===== src/rtl/trig_pkg.sv =====
package trig_pkg;
  // Origin of the currently pending transfer request.
  typedef enum logic {
    SRC_HW    = 1'b0,
    SRC_FORCE = 1'b1
  } trig_src_e;
endpackage


===== src/rtl/trig_edge_bank.sv =====
module trig_edge_bank #(
  parameter int N = 128
) (
  input  logic         clk,
  input  logic         rst,
  input  logic [N-1:0] lines,
  output logic [N-1:0] rises
);
  logic [N-1:0] prev_q;

  for (genvar i = 0; i < N; i++) begin : g_line
    always_ff @(posedge clk) begin
      if (rst) prev_q[i] <= 1'b0;
      else     prev_q[i] <= lines[i];
    end
    assign rises[i] = lines[i] & ~prev_q[i];
  end
endmodule


===== src/rtl/trig_src_mux.sv =====
module trig_src_mux #(
  parameter int N     = 128,
  parameter int SEL_W = 7
) (
  input  logic [N-1:0]     rises,
  input  logic [SEL_W-1:0] sel,
  output logic             hit
);
  always_comb begin
    hit = 1'b0;
    for (int i = 0; i < N; i++) begin
      if (sel == SEL_W'(i)) hit = rises[i];
    end
  end
endmodule


===== src/rtl/trig_force_ctl.sv =====
module trig_force_ctl (
  input  logic clk,
  input  logic rst,
  input  logic wr_en,
  input  logic wr_data,
  input  logic busy,
  input  logic hw_clear,
  output logic flag
);
  always_ff @(posedge clk) begin
    if (rst)                                flag <= 1'b0;
    else if (hw_clear)                      flag <= 1'b0;
    else if (wr_en && wr_data && !busy)     flag <= 1'b1;
  end
endmodule


===== src/rtl/trig_issue.sv =====
module trig_issue
  import trig_pkg::*;
(
  input  logic      clk,
  input  logic      rst,
  input  logic      en,
  input  logic      hw_hit,
  input  logic      force_set,
  input  logic      done,
  output logic      req,
  output trig_src_e src
);
  always_ff @(posedge clk) begin
    if (rst) begin
      req <= 1'b0;
      src <= SRC_HW;
    end else if (req) begin
      if (done) begin
        req <= 1'b0;
        src <= SRC_HW;
      end
    end else if (en) begin
      if (force_set) begin
        req <= 1'b1;
        src <= SRC_FORCE;
      end else if (hw_hit) begin
        req <= 1'b1;
        src <= SRC_HW;
      end
    end
  end
endmodule


===== src/rtl/dma_trig_select.sv =====
module dma_trig_select
  import trig_pkg::*;
#(
  parameter int NUM_SRC = 128,
  localparam int SEL_W  = (NUM_SRC > 1) ? $clog2(NUM_SRC) : 1
) (
  input  logic               clk,
  input  logic               rst,
  input  logic               chan_en,
  input  logic [NUM_SRC-1:0] req_lines,
  input  logic [SEL_W-1:0]   src_sel,
  input  logic               force_wr,
  input  logic               force_wdata,
  input  logic               xfer_done,
  output logic               xfer_req,
  output logic               xfer_forced,
  output logic               force_flag
);
  logic [NUM_SRC-1:0] line_rise;
  logic               sel_hit;
  logic               forced_ack;
  trig_src_e          pend_src;

  trig_edge_bank #(.N(NUM_SRC)) u_edges (
    .clk   (clk),
    .rst   (rst),
    .lines (req_lines),
    .rises (line_rise)
  );

  trig_src_mux #(.N(NUM_SRC), .SEL_W(SEL_W)) u_mux (
    .rises (line_rise),
    .sel   (src_sel),
    .hit   (sel_hit)
  );

  assign forced_ack = xfer_req && (pend_src == SRC_FORCE) && xfer_done;

  trig_force_ctl u_force (
    .clk      (clk),
    .rst      (rst),
    .wr_en    (force_wr),
    .wr_data  (force_wdata),
    .busy     (xfer_req),
    .hw_clear (forced_ack),
    .flag     (force_flag)
  );

  trig_issue u_issue (
    .clk       (clk),
    .rst       (rst),
    .en        (chan_en),
    .hw_hit    (sel_hit),
    .force_set (force_flag),
    .done      (xfer_done),
    .req       (xfer_req),
    .src       (pend_src)
  );

  assign xfer_forced = (pend_src == SRC_FORCE);
endmodule


===== config.mk =====
export PLATFORM = sky130hd
export DESIGN_NAME = dma_trig_select
export DESIGN_NICKNAME = d
export VERILOG_FILES = /design/src/rtl/trig_pkg.sv /design/src/rtl/trig_edge_bank.sv /design/src/rtl/trig_src_mux.sv /design/src/rtl/trig_force_ctl.sv /design/src/rtl/trig_issue.sv /design/src/rtl/dma_trig_select.sv
export SDC_FILE = /design/constraint.sdc
export NUM_CORES = 1
export LEC_CHECK = 0
export ABC_AREA = 0
export ABC_CLOCK_PERIOD_IN_PS = 5800
export CORE_MARGIN = 2
export CORE_UTILIZATION = 50
export DETAILED_ROUTE_END_ITERATION = 8
export GPL_TIMING_DRIVEN = 0
export MAX_ROUTING_LAYER = met4
export PLACE_DENSITY = 0.79
export SYNTH_ARGS = -nofsm -noshare
export SYNTH_HDL_FRONTEND = slang
export SYNTH_SLANG_ARGS = --single-unit
export TNS_END_PERCENT = 30

===== constraint.sdc =====
create_clock -name clk -period 5.8 [get_ports clk]
set_input_delay 1.45 -clock clk [delete_from_list [all_inputs] [get_ports clk]]
set_output_delay 1.45 -clock clk [all_outputs]
set_load 0.02 [all_outputs]

# Word-level counts from Yosys, hierarchy flattened
# Cells that the tools add are included.
# Widths: inputs -> output; s select.
[totals] reg_bits=131 inputBits=141 output_inout_bits=3 wordCells=663
[op_classes] eq_ne=128 muxes=138 bitwise=256 reduce_logical=10
[ops] cell="$eq 7x7->1 const B" n=64
[ops] cell="$eq 7x6->1 const B" n=32
[ops] cell="$mux 1" n=138
[ops] cell="$and 1x1->1" n=128
[ops] cell="$not 1->1" n=128
[ops] cell="$eq 7x5->1 const B" n=16
[ops] cell="$eq 7x4->1 const B" n=8
[ops] cell="$eq 7x3->1 const B" n=4
[ops] cell="$eq 7x2->1 const B" n=2
[ops] cell="$eq 7x1->1 const B" n=1
[ops] cell="$logic_not 7->1" n=1
[ops] cell="$logic_and 1x1->1" n=4
[ops] cell="$reduce_and 3->1" n=1
[ops] cell="$reduce_bool 3->1" n=1
[ops] cell="$ne 2x2->1 const B" n=1
[ops] cell="$reduce_bool 2->1" n=1
[ops] cell="$reduce_or 2->1" n=1
[ops] cell="$logic_not 1->1" n=1

# Depth between registers and ports, before layout
[depth] word_depth=134 mapped_depth=12 depth_no_buf=8

# Hierarchy
# Synthesis repeated with hierarchy kept, for this count alone.
[unflattened] hier_cells=741 area_unflattened_um2=6523.8
[by_module_without_submodules] module="trig_edge_bank" n_inst=1 cells_per_inst=398 area_per_inst_um2=4265.3 seq_area_each_um2=2562.5
[by_module_without_submodules] module="trig_src_mux" n_inst=1 cells_per_inst=328 area_per_inst_um2=2100.8 seq_area_each_um2=0.0
[by_module_without_submodules] module="trig_issue" n_inst=1 cells_per_inst=10 area_per_inst_um2=95.1 seq_area_each_um2=40.0
[by_module_without_submodules] module="trig_force_ctl" n_inst=1 cells_per_inst=4 area_per_inst_um2=56.3 seq_area_each_um2=20.0
[by_module_without_submodules] module="dma_trig_select" n_inst=1 cells_per_inst=1 area_per_inst_um2=6.3 seq_area_each_um2=0.0

# Worst setup path after synthesis
# Ideal clock, no wire load.
[synth_path] kind="input to register" start="in src_sel[2]" end="reg u_issue.src" setup_time_ns=0.128 arrival_ns=3.688 t_required_ns=5.672 slack_ns=1.984 cell_stages=10 path_buffers=2 cell_sequence="buf_2 > or4b_1 > buf_4 > o32ai_1 > or4_1 > or4_1 > a41o_1 > a221oi_2 > o21a_2 > o211ai_2"
[synth_via] elab_chain_cells=131 elab_cells_between_ends=258 cone_classes="eq/ne (127); mux (128); reduce/logical (3)"
[synth_rtl] element="start: declaration" line_no="dma_trig_select.sv:11" text="input logic [SEL_W-1:0] src_sel,"
[synth_rtl] element="$logic_not 7->1" line_no="trig_src_mux.sv:12" text="if (sel == SEL_W'(i)) hit = rises[i];"
[synth_rtl] element="$mux 1 (127 in series)" line_no="trig_src_mux.sv:12"
[synth_rtl] element="$mux 1 (*)" line_no="trig_src_mux.sv:12"
[synth_rtl] element="$reduce_bool 3->1 (no line) (*)"
[synth_rtl] element="$reduce_and 3->1 (no line) (*)"
[synth_rtl] element="end signal: assignment" line_no="trig_issue.sv:16" text="src <= SRC_HW;"
[synth_rtl] element="end signal: assignment" line_no="trig_issue.sv:20" text="src <= SRC_HW;"
[synth_rtl] element="end signal: assignment" line_no="trig_issue.sv:25" text="src <= SRC_FORCE;"
[synth_rtl] element="end: declaration" line_no="trig_issue.sv:11" text="output trig_src_e src"
# Every way passes the cells marked *; elsewhere a longest branch is shown, timed or not.
# A chain may end at the register's enable or synchronous reset.

# Worst setup path after layout
[layout_path] start="in src_sel[0]" end="reg u_issue.src"
# The elaborated chain is that of the path after synthesis.

==> flow_summary.yaml <==
setup_path:
  cp-endpoint: "u_issue.src"
  worst_ep_required_time_ps: 6250
  path_delay_family: "simple AND/OR/NAND/NOR gates"
  crit_buf_inv: 3
  reg2reg_depth: 8
  worstPathArrival_ps: 4890
  cp-start-kind: "input port"
  cp_max_fo: 10
  cp-end-kind: "flop"
  r2r-start: "u_edges.prev_q[107]"
  crit_start: "src_sel[0]"
  critical_path_class: "input port to flop"
  crit_path_cell_trace: "clkdlybuf4s50_1 -> buf_2 -> clkbuf_1 -> nand4b_1 -> nor3b_1 -> nor4_1 -> a311o_1 -> and4_1 -> o21a_2 -> o211ai_2"
  cp_num_cells: 10
  critPathSlowestCell: "nand4b_1"
  max_stage_delay_ps: 660
  rrSetupSlack_ps: 3250
  r2r_end: "u_issue.src"
cells_and_area:
  n_fill_cell: 844
  fin_cells: 901
  final_cell_mix: "clkdlybuf4s50_1 (141), dfxtp_1 (131), nor2b_1 (110)"
  nNetsFinal: 890
  antenna_cells: 0
  layout_commonest_cell: "clkdlybuf4s50_1"
  drive_above_1_share_pct: 6.44
  syn2layout_area_growth_pct: 39.7
timing:
  fmax_mhz: 225
  rsz0062_at_grt: "false"
  tns_ps: 0
  hold_violations: 0
  setup_violations: 0
  skew_ps: 6.73
  holdWs_ps: 545
  relSlewSlack_pct: 43.2
  drv_slew: 0
  tightest_slew_ps: 852
  setup_ws_ps: 1360
  fin_crit_ps: 4440
  finalCritPeriodShare_pct: 76.5
synthesis:
  synth_area_sq_um: 5460
  yosys_register_bits: 131
  avgSynthCellArea_sq_um: 9.27
  synthFlopType: "dfxtp_1"
  async_flop_share_pct: 0
  ys_types: 52
  synth-edff-count: 0
  syn_nets: 730
  seq_area_frac_synth_pct: 48.0
  syn-instance-count: 589
  yosysWarningCount: 0
die:
  initial_core_util_pct: 50.8
  die_h_microns: 109
  io_pins: 144
  dieArea_sq_um: 11800
  core_area_sq_um: 10700
  die_x_microns: 109
  std_cell_rows: 38
pwr:
  total_power_w: 0.00230
  ir_worst_vdd_mv: 0.188
  leakage_nw: 2.94
  power_density_nw_per_um2: 301
drt:
  first_pass_iters: 5
  first_iter_violations: 432
  drcViolationCount: 0
  totalWireLength_mm: 17.6
  vias: 5035
  drt-vias-per-instance: 5.59
  drtAntennaViolNets: 0
  wl_per_cell_microns: 19.5
global_route:
  grt_overflow_total: 0
  grt_first_pass_wirelength_mm: 26.6
  first_global_vias: 5076
  grt.total_usage_pct: 31.5
  grt_max_degree: 17
  antenna_found_initial: 0
clock_network:
  cts_setup_buffers: 0
  clockBufferDepth: 2
  cts_root_buf: "clkbuf_8"
  cts_tree: "done"
  clk_latency_ps: 520
  htree_levels: 4
  postCtsHoldBufs: 0
  cts_buffers: 17
  path_clk_slew_ps: 60
  clock-sinks: 131
  cts.repair.resized: 0
placed_design:
  dp_hpwl_mm: 12.6
  place_ws_ps: 938
  placed_cells: 870
  io_buffers: 141
  gp_congestion: 0.911
hold_path:
  hp-class: "flop to flop"
run_status:
  status: "finished clean"
run:
  cap_violations: 0
==> cell usage after synthesis (all sizes together) (2+ instances only) <==
cell | number | area (sq um)
buf | 10 | 66.3
nand4b | 5 | 58.8
a41o | 2 | 20.0
a211oi | 3 | 22.5
clkbuf | 24 | 90.1
o31ai | 4 | 30.0
o211ai | 8 | 65.1
o21ai | 13 | 65.1
inv | 44 | 165
nor3 | 9 | 45.0
nand3 | 3 | 15.0
or4 | 4 | 30.0
nand3b | 2 | 15.0
or4b | 3 | 30.0
nor4 | 7 | 43.8
nor2b | 110 | 688
a21oi | 12 | 60.1
o41ai | 2 | 17.5
nor2 | 43 | 161
or3b | 5 | 43.8
a31oi | 3 | 18.8
nand4 | 5 | 31.3
nand4bb | 6 | 67.6
dfxtp | 131 | 2620
nand2b | 33 | 206
o32ai | 26 | 228
a311oi | 2 | 17.5
o311ai | 3 | 26.3
nor3b | 43 | 323
nand2 | 6 | 22.5
==> routing by layer <==
metal	share of wire, %	wire length (microns)	up-vias	track usage (%)
met4	2.8	500	0	11.4
met2	48	8530	237	51.9
met5	0	0	-	-
met3	7.8	1370	43	6.15
met1	41	7190	2388	38.4
li1	-	-	2367	-
==> worst register-to-register path, stage by stage (launching register included) <==
cell	delay [ps]
dfxtp_1	300
nand2b_1	90
o32ai_1	60
or4_1	590
or4_1	530
a41o_1	260
a221oi_2	310
o21a_2	200
o211ai_2	90
==> cells by family (layout without fill, tap and decap cells) <==
group	Yosys count	count (layout)	synth area share (%)
AOI/OAI and AO/OA	91	91	12.7
buffers and inverters	78	250	5.89
DFF	131	131	48.0
and+or+nand+nor	289	289	33.4
==> metrics by stage <==
stage | util, % | instance area [sq um]
floorplan | - | 5460
CTS | 71.0 | 7630
global route | 71.0 | 7630
detailed placement | 65.6 | 7050
global placement | 65.6 | 7050
finish | 71.0 | 7630
==> worst min path at each step <==
stage / from / endpoint / slack, ps / depth (start not counted)
2_1_floorplan: u_issue.src / u_issue.src / 590 / 2
3_3_place_gp: u_issue.src / u_force.flag / 520 / 1
3_5_place_dp: u_issue.src / u_force.flag / 530 / 1
4_1_cts: u_issue.src / u_force.flag / 530 / 1
5_1_grt: u_issue.src / u_issue.src / 580 / 2
6_report: u_issue.src / u_force.flag / 550 / 1
==> registers in the layout, summed over array words and instances (netlist names) <==
name / cells
u_force.flag: 1
u_edges.prev_q: 128
u_issue.src: 1
u_issue.req: 1
==> cell type report <==
cell class | count | area, sq um | area share [%]
Sequential cell | 131 | 2620 | 34.4
Multi-Input combinational cell | 380 | 2520 | 33.0
Timing Repair Buffer | 141 | 1410 | 18.5
Clock buffer | 22 | 453 | 5.94
Tap cell | 140 | 175 | 2.30
Inverter | 44 | 165 | 2.16
Buffer | 34 | 156 | 2.05
Clock inverter | 9 | 130 | 1.71
==> power by group <==
group	internal, W	switching (W)
Combinational	0.000152	0.000124
Sequential	0.000950	0.0000154
Clock	0.000674	0.000385
Total	0.00178	0.000524
No activity file was read; power rests on OpenSTA's default activity.
